<file path="src/rtl/sprog_pkg.sv">
package sprog_pkg;
   localparam int unsigned WORD_W = 24;
   localparam int unsigned CTRL_W = 2;
   localparam int unsigned REF_W  = 14;
   localparam int unsigned FB_W   = 13;
   localparam int unsigned SEL_W  = 2;

   typedef enum logic [1:0] {
      DST_REF  = 2'd0,
      DST_FB   = 2'd1,
      DST_FUNC = 2'd2,
      DST_AUX  = 2'd3
   } dest_e;

   typedef enum logic [1:0] {
      MX_LOCK = 2'd0,
      MX_REF  = 2'd1,
      MX_FB   = 2'd2,
      MX_LOW  = 2'd3
   } mux_e;
endpackage

</file>
<file path="src/rtl/sprog_sync.sv">
module sprog_sync #(
   parameter int unsigned W      = 4,
   parameter int unsigned STAGES = 2
) (
   input  logic         clk,
   input  logic         rst_n,
   input  logic [W-1:0] din,
   output logic [W-1:0] dout
);
   if (STAGES < 2) begin : g_bad_stages
      $error("sprog_sync: STAGES must be at least 2");
   end

   logic [W-1:0] chain [STAGES];

   always_ff @(posedge clk or negedge rst_n) begin
      if (!rst_n) chain[0] <= '0;
      else        chain[0] <= din;
   end

   for (genvar k = 1; k < STAGES; k++) begin : g_stage
      always_ff @(posedge clk or negedge rst_n) begin
         if (!rst_n) chain[k] <= '0;
         else        chain[k] <= chain[k-1];
      end
   end

   assign dout = chain[STAGES-1];
endmodule

</file>
<file path="src/rtl/sprog_shifter.sv">
module sprog_shifter #(
   parameter int unsigned WORD_W = 24
) (
   input  logic              clk,
   input  logic              rst_n,
   input  logic              shift_en,
   input  logic              din,
   output logic [WORD_W-1:0] word
);
   if (WORD_W < 4) begin : g_bad_width
      $error("sprog_shifter: WORD_W too small");
   end

   always_ff @(posedge clk or negedge rst_n) begin
      if (!rst_n)        word <= '0;
      else if (shift_en) word <= {word[WORD_W-2:0], din};
   end


   hold_when_idle_chk: assert property (@(posedge clk) disable iff (!rst_n)
      !shift_en |=> $stable(word));

   msb_first_entry_chk: assert property (@(posedge clk) disable iff (!rst_n)
      shift_en |=> (word[0] == $past(din)) && (word[WORD_W-1:1] == $past(word[WORD_W-2:0])));
endmodule

</file>
<file path="src/rtl/sprog_latches.sv">
module sprog_latches
   import sprog_pkg::*;
#(
   parameter int unsigned PAY_W  = 22,
   parameter int unsigned CTRL_W = 2,
   parameter int unsigned REF_W  = 14,
   parameter int unsigned FB_W   = 13,
   parameter int unsigned SEL_W  = 2
) (
   input  logic              clk,
   input  logic              rst_n,
   input  logic              load,
   input  logic [CTRL_W-1:0] dest,
   input  logic [PAY_W-1:0]  payload,
   output logic [REF_W-1:0]  ref_q,
   output logic [FB_W-1:0]   fb_q,
   output logic [SEL_W-1:0]  sel_q,
   output logic              pd_q,
   output logic [PAY_W-1:0]  aux_q
);
   localparam int unsigned N_DST = 1 << CTRL_W;

   if (REF_W > PAY_W || FB_W > PAY_W || SEL_W + 1 > PAY_W) begin : g_bad_fields
      $error("sprog_latches: field wider than payload");
   end
   if (N_DST != 4) begin : g_bad_count
      $error("sprog_latches: exactly four destinations are supported");
   end

   logic [N_DST-1:0] wr;
   for (genvar i = 0; i < N_DST; i++) begin : g_dec
      assign wr[i] = load && (dest == CTRL_W'(i));
   end

   always_ff @(posedge clk or negedge rst_n) begin
      if (!rst_n) begin
         ref_q <= '0;
         fb_q  <= '0;
         sel_q <= '0;
         pd_q  <= 1'b0;
         aux_q <= '0;
      end else begin
         if (wr[DST_REF])  ref_q <= payload[REF_W-1:0];
         if (wr[DST_FB])   fb_q  <= payload[FB_W-1:0];
         if (wr[DST_FUNC]) begin
            sel_q <= payload[SEL_W-1:0];
            pd_q  <= payload[SEL_W];
         end
         if (wr[DST_AUX])  aux_q <= payload;
      end
   end


   idle_latches_chk: assert property (@(posedge clk) disable iff (!rst_n)
      !load |=> $stable(ref_q) && $stable(fb_q) && $stable(sel_q) && $stable(pd_q) && $stable(aux_q));

   ref_only_chk: assert property (@(posedge clk) disable iff (!rst_n)
      (load && dest == CTRL_W'(DST_REF)) |=> $stable(fb_q) && $stable(sel_q) && $stable(aux_q)
         && ref_q == $past(payload[REF_W-1:0]));

   aux_commit_chk: assert property (@(posedge clk) disable iff (!rst_n)
      (load && dest == CTRL_W'(DST_AUX)) |=> aux_q == $past(payload) && $stable(ref_q));
endmodule

</file>
<file path="src/rtl/sprog_bank_top.sv">
module sprog_bank_top
   import sprog_pkg::*;
#(
   parameter int unsigned SYNC_STAGES = 2
) (
   input  logic               clk,
   input  logic               rst_n,
   input  logic               ser_clk,
   input  logic               ser_data,
   input  logic               ser_load,
   input  logic               chip_en,
   input  logic               lock_det,
   input  logic               ref_scaled,
   input  logic               fb_scaled,
   output logic [REF_W-1:0]   ref_div,
   output logic [FB_W-1:0]    fb_div,
   output logic [SEL_W-1:0]   mux_sel,
   output logic [WORD_W-CTRL_W-1:0] aux_word,
   output logic               power_down,
   output logic               cp_enable,
   output logic               mux_out
);
   localparam int unsigned PAY_W = WORD_W - CTRL_W;

   logic [3:0] pins_s;
   logic       sclk_s, sdat_s, load_s, ce_s;
   logic       sclk_d, load_d;
   logic       shift_en, load_rise;
   logic [WORD_W-1:0] word;
   logic       sw_pd;

   sprog_sync #(.W(4), .STAGES(SYNC_STAGES)) u_sync (
      .clk  (clk),
      .rst_n(rst_n),
      .din  ({chip_en, ser_load, ser_data, ser_clk}),
      .dout (pins_s)
   );
   assign {ce_s, load_s, sdat_s, sclk_s} = pins_s;

   always_ff @(posedge clk or negedge rst_n) begin
      if (!rst_n) begin
         sclk_d <= 1'b0;
         load_d <= 1'b0;
      end else begin
         sclk_d <= sclk_s;
         load_d <= load_s;
      end
   end

   assign shift_en  = sclk_s && !sclk_d && !load_s;
   assign load_rise = load_s && !load_d;

   sprog_shifter #(.WORD_W(WORD_W)) u_shift (
      .clk     (clk),
      .rst_n   (rst_n),
      .shift_en(shift_en),
      .din     (sdat_s),
      .word    (word)
   );

   sprog_latches #(
      .PAY_W (PAY_W),
      .CTRL_W(CTRL_W),
      .REF_W (REF_W),
      .FB_W  (FB_W),
      .SEL_W (SEL_W)
   ) u_latch (
      .clk    (clk),
      .rst_n  (rst_n),
      .load   (load_rise),
      .dest   (word[CTRL_W-1:0]),
      .payload(word[WORD_W-1:CTRL_W]),
      .ref_q  (ref_div),
      .fb_q   (fb_div),
      .sel_q  (mux_sel),
      .pd_q   (sw_pd),
      .aux_q  (aux_word)
   );

   assign power_down = !ce_s || sw_pd;
   assign cp_enable  = !power_down;

   always_comb begin
      unique case (mux_e'(mux_sel))
         MX_LOCK: mux_out = lock_det;
         MX_REF:  mux_out = ref_scaled;
         MX_FB:   mux_out = fb_scaled;
         default: mux_out = 1'b0;
      endcase
   end


   mux_low_chk: assert property (@(posedge clk) disable iff (!rst_n)
      (mux_sel == 2'd3) |-> !mux_out);

   flags_opposed_chk: assert property (@(posedge clk) disable iff (!rst_n)
      power_down != cp_enable);

   if (SYNC_STAGES == 2) begin : g_ce_chk

      ce_forces_pd_chk: assert property (@(posedge clk) disable iff (!rst_n)
         !$past(chip_en, 2) |-> power_down && !cp_enable);
   end
endmodule

</file>
<file path="config.mk">
export PLATFORM = sky130hd
export DESIGN_NAME = sprog_bank_top
export DESIGN_NICKNAME = d
export VERILOG_FILES = /design/src/rtl/sprog_pkg.sv /design/src/rtl/sprog_sync.sv /design/src/rtl/sprog_shifter.sv /design/src/rtl/sprog_latches.sv /design/src/rtl/sprog_bank_top.sv
export SDC_FILE = /design/constraint.sdc
export NUM_CORES = 1
export LEC_CHECK = 0
export ABC_AREA = 1
export BUFFER_PORTS_ARGS = -buffer_cell sky130_fd_sc_hd__buf_2
export CAP_MARGIN = 25
export CELL_PAD_IN_SITES_DETAIL_PLACEMENT = 1
export CELL_PAD_IN_SITES_GLOBAL_PLACEMENT = 2
export CORE_MARGIN = 3
export CORE_UTILIZATION = 33
export DETAILED_ROUTE_END_ITERATION = 12
export GPL_TIMING_DRIVEN = 1
export PLACE_DENSITY = 0.73
export SYNTH_ARGS = -nofsm -noshare
export SYNTH_HDL_FRONTEND = slang
export SYNTH_SLANG_ARGS = --single-unit
</file>
<file path="constraint.sdc">
create_clock -name clk -period 1.6 [get_ports clk]
set_input_delay 0.32 -clock clk [delete_from_list [all_inputs] [get_ports clk]]
set_output_delay 0.32 -clock clk [all_outputs]
set_load 0.01 [all_outputs]
</file>
==> flow_summary.json <==
{
  "area_growth_pct": 19.5,
  "grt_pass1_wl_um": 14000,
  "wire_per_inst_um": 14.7,
  "hold_viol_final": 0,
  "hp-class": "input pin to register",
  "setup_viol": 0,
  "postPlaceCellArea_mm2": 0.00386,
  "drc_errors": 0,
  "drv_slew": 0,
  "timing.final.ws_setup_ns": 0.153,
  "wirelength_um": 8280,
  "fin_skew_ns": 0.0100,
  "grt_use_met1_pct": 21.8,
  "cts_buffer_depth": 2,
  "via_per_inst": 4.69,
  "synth_area_mm2": 0.00338,
  "syn_area_per_cell_um2": 9.37,
  "start_util_pct": 34.3,
  "clk_pin_slew_ns": 0.08,
  "antenna_found_initial": 0,
  "powerDensity_mw_per_mm2": 1160,
  "clk_latency_ns": 0.36,
  "core_mm2": 0.00986,
  "slew_headroom_pct": 69.2,
  "max-vdd-ir-drop_uv": 384,
  "cts_tree": "yes",
  "dp_slack_ns": 0.278,
  "finalCritPeriodShare_pct": 90.4,
  "globalRouteMet3Util_pct": 3.48,
  "die_h_um": 107,
  "hpwl_um": 5650,
  "start_kind": "register",
  "synthTopCellsByArea": "dfrtp_1 (64%), nand2_1 (20%), nand3_1 (5.2%)",
  "worst_ep_arrival_time_ns": 1.13,
  "drive_gt1_share_pct": 23.0,
  "synth_top_area_cell": "dfrtp_1",
  "worstSetupPathType": "register to output pin",
  "rsz0062_at_grt": "false",
  "multiInputGateArea_mm2": 0.00106,
  "cts_buffers": 9,
  "cts_max_level": 3,
  "grt_pass1_vias": 2761,
  "design_area_mm2": 0.00404,
  "syn_inst": 361,
  "regArea_mm2": 0.00215,
  "place.gp.congestion": 0.732,
  "cts_setup_buffers": 0,
  "cts_root_buffer": "clkbuf_8",
  "vias": 2647,
  "finalNetCount": 438,
  "min_period_ns": 1.45,
  "grt_max_degree": 44,
  "synth-seq-cells": 86,
  "yosysSeqAreaShare_pct": 63.6,
  "ant_nets": 0,
  "worstPathRequired_ns": 1.28,
  "busiest_layer": "met2",
  "num-fill-cells": 1162,
  "die_w_um": 107,
  "firstDrtPassIters": 4,
  "rows": 36,
  "pin_count": 63,
  "cp_max_fo": 4,
  "io_buffer_count": 62,
  "synthDistinctLibCells": 15,
  "antenna_cells": 0,
  "worstSetupEndpointType": "output pin",
  "fmax_mhz": 691,
  "synth_top_area_share_pct": 63.6,
  "ys_warn_count": 0,
  "power.leakage_nw": 2.36,
  "final.setup.tns_ns": 0,
  "drtIter0Drc": 93,
  "grtUsageMet2_pct": 24.0,
  "die_area_mm2": 0.0115,
  "grt_remaining_overflow": 0,
  "p_total_w": 0.00471,
  "grt_use_total_pct": 15.8,
  "synth_fp_nets": 370,
  "cts_sinks": 86,
  "maxCapViolations": 0,
  "status": "finished clean",
  "tightest_slew_ns": 0.460
}
[area by class of cell]
type	instances	area share [%]
well taps	133	4.12
repair buffers	77	11.2
multi-input cells	245	26.2
clock buffers	11	3.50
clock inverters	2	0.866
inverters	10	0.928
flip-flops and latches	86	53.2
[cell families after synthesis]
| group | synth area share [%] |
|---|---|
| AND/OR/NAND/NOR | 31.3 |
| flip-flops | 63.6 |
| buffers and inverters | 5.10 |
[stage by stage]
| step | util, % | instances | hold slack (ns) |
|---|---|---|---|
| after detailed placement | 39.1 | 550 | 0.211 |
| final | 41.0 | 564 | 0.0657 |
| after global routing | 41.0 | 564 | 0.0456 |
| after global placement | 39.1 | 550 | 0.210 |
| after floorplan | - | 361 | 0.0244 |
| after CTS | 41.0 | 564 | 0.0458 |
[repair_timing]
item	in CTS	in global routing
gates resized for setup	0	0
hold buffers	1	0
hold endpoints to repair	15	0
[layout by cell type (no fill, tap or decap), types with 3 or more instances in the layout]
cell type	n
buf_2	61
buf_4	13
clkbuf_8	10
dfrtp_1	86
inv_1	7
inv_2	3
nand2_1	176
nand2_2	4
nand3_1	35
nand4_1	24
nor2_4	3
[critical path, stage by stage (launching register included)]
cell     delay [ns]
dfrtp_1        0.42
inv_1          0.08
nand3_1        0.07
nand3_1        0.08
buf_2          0.12
[power breakdown]
part           switching [W]  total [W]  internal, W  leakage [nW]
clock               0.000733    0.00147     0.000738        0.0911
combinational       0.000423   0.000677     0.000253          1.10
sequential          0.000192    0.00256      0.00237          1.17
[final timing paths]
check                      cells past startpoint                          from  slack, ns                      endpoint
min                                            1                       chip_en       0.07     u_sync.chain[7]$_DFF_PN0_
min in group asynchronous                      2                         rst_n       0.38   u_latch.fb_q[5]$_DFFE_PN0P_
min reg2reg                                    0     u_sync.chain[7]$_DFF_PN0_       0.36      u_sync.dout[3]$_DFF_PN0_
max reg2reg                                    5      u_sync.dout[2]$_DFF_PN0_       0.26  u_latch.aux_q[3]$_DFFE_PN0P_
max in group asynchronous                      3                         rst_n       0.71   u_shift.word[3]$_DFFE_PN0P_
max                                            4  u_latch.sel_q[0]$_DFFE_PN0P_       0.15                       mux_out
[synthesized netlist by cell type]
library cell  instances
buf_1                 2
nand4_1              24
dfrtp_1              86
buf_6                 6
nor2_4                3
inv_2                 3
clkbuf_1              4
buf_4                 2
inv_1                 7
buf_2                 6
nand3_1              35
nand2_2               4
nand2_1             176
nor2_1                2
nor2_2                1
[state kept, by name (all words and copies together) (netlist names)]
register / flops
u_shift.word: 24
u_latch.aux_q: 22
u_latch.ref_q: 14
u_latch.fb_q: 13
u_sync.chain: 4
u_sync.dout: 4
u_latch.sel_q: 2
load_d: 1
sclk_d: 1
u_latch.pd_q: 1
[routing by layer]
metal	share of wire, %	vias to the layer above
li1	-	1285
met1	49	1299
met2	45	53
met3	4.4	10
met5	0	-
met4	1.8	0
Note: power is estimated with default switching activity, not from simulation.
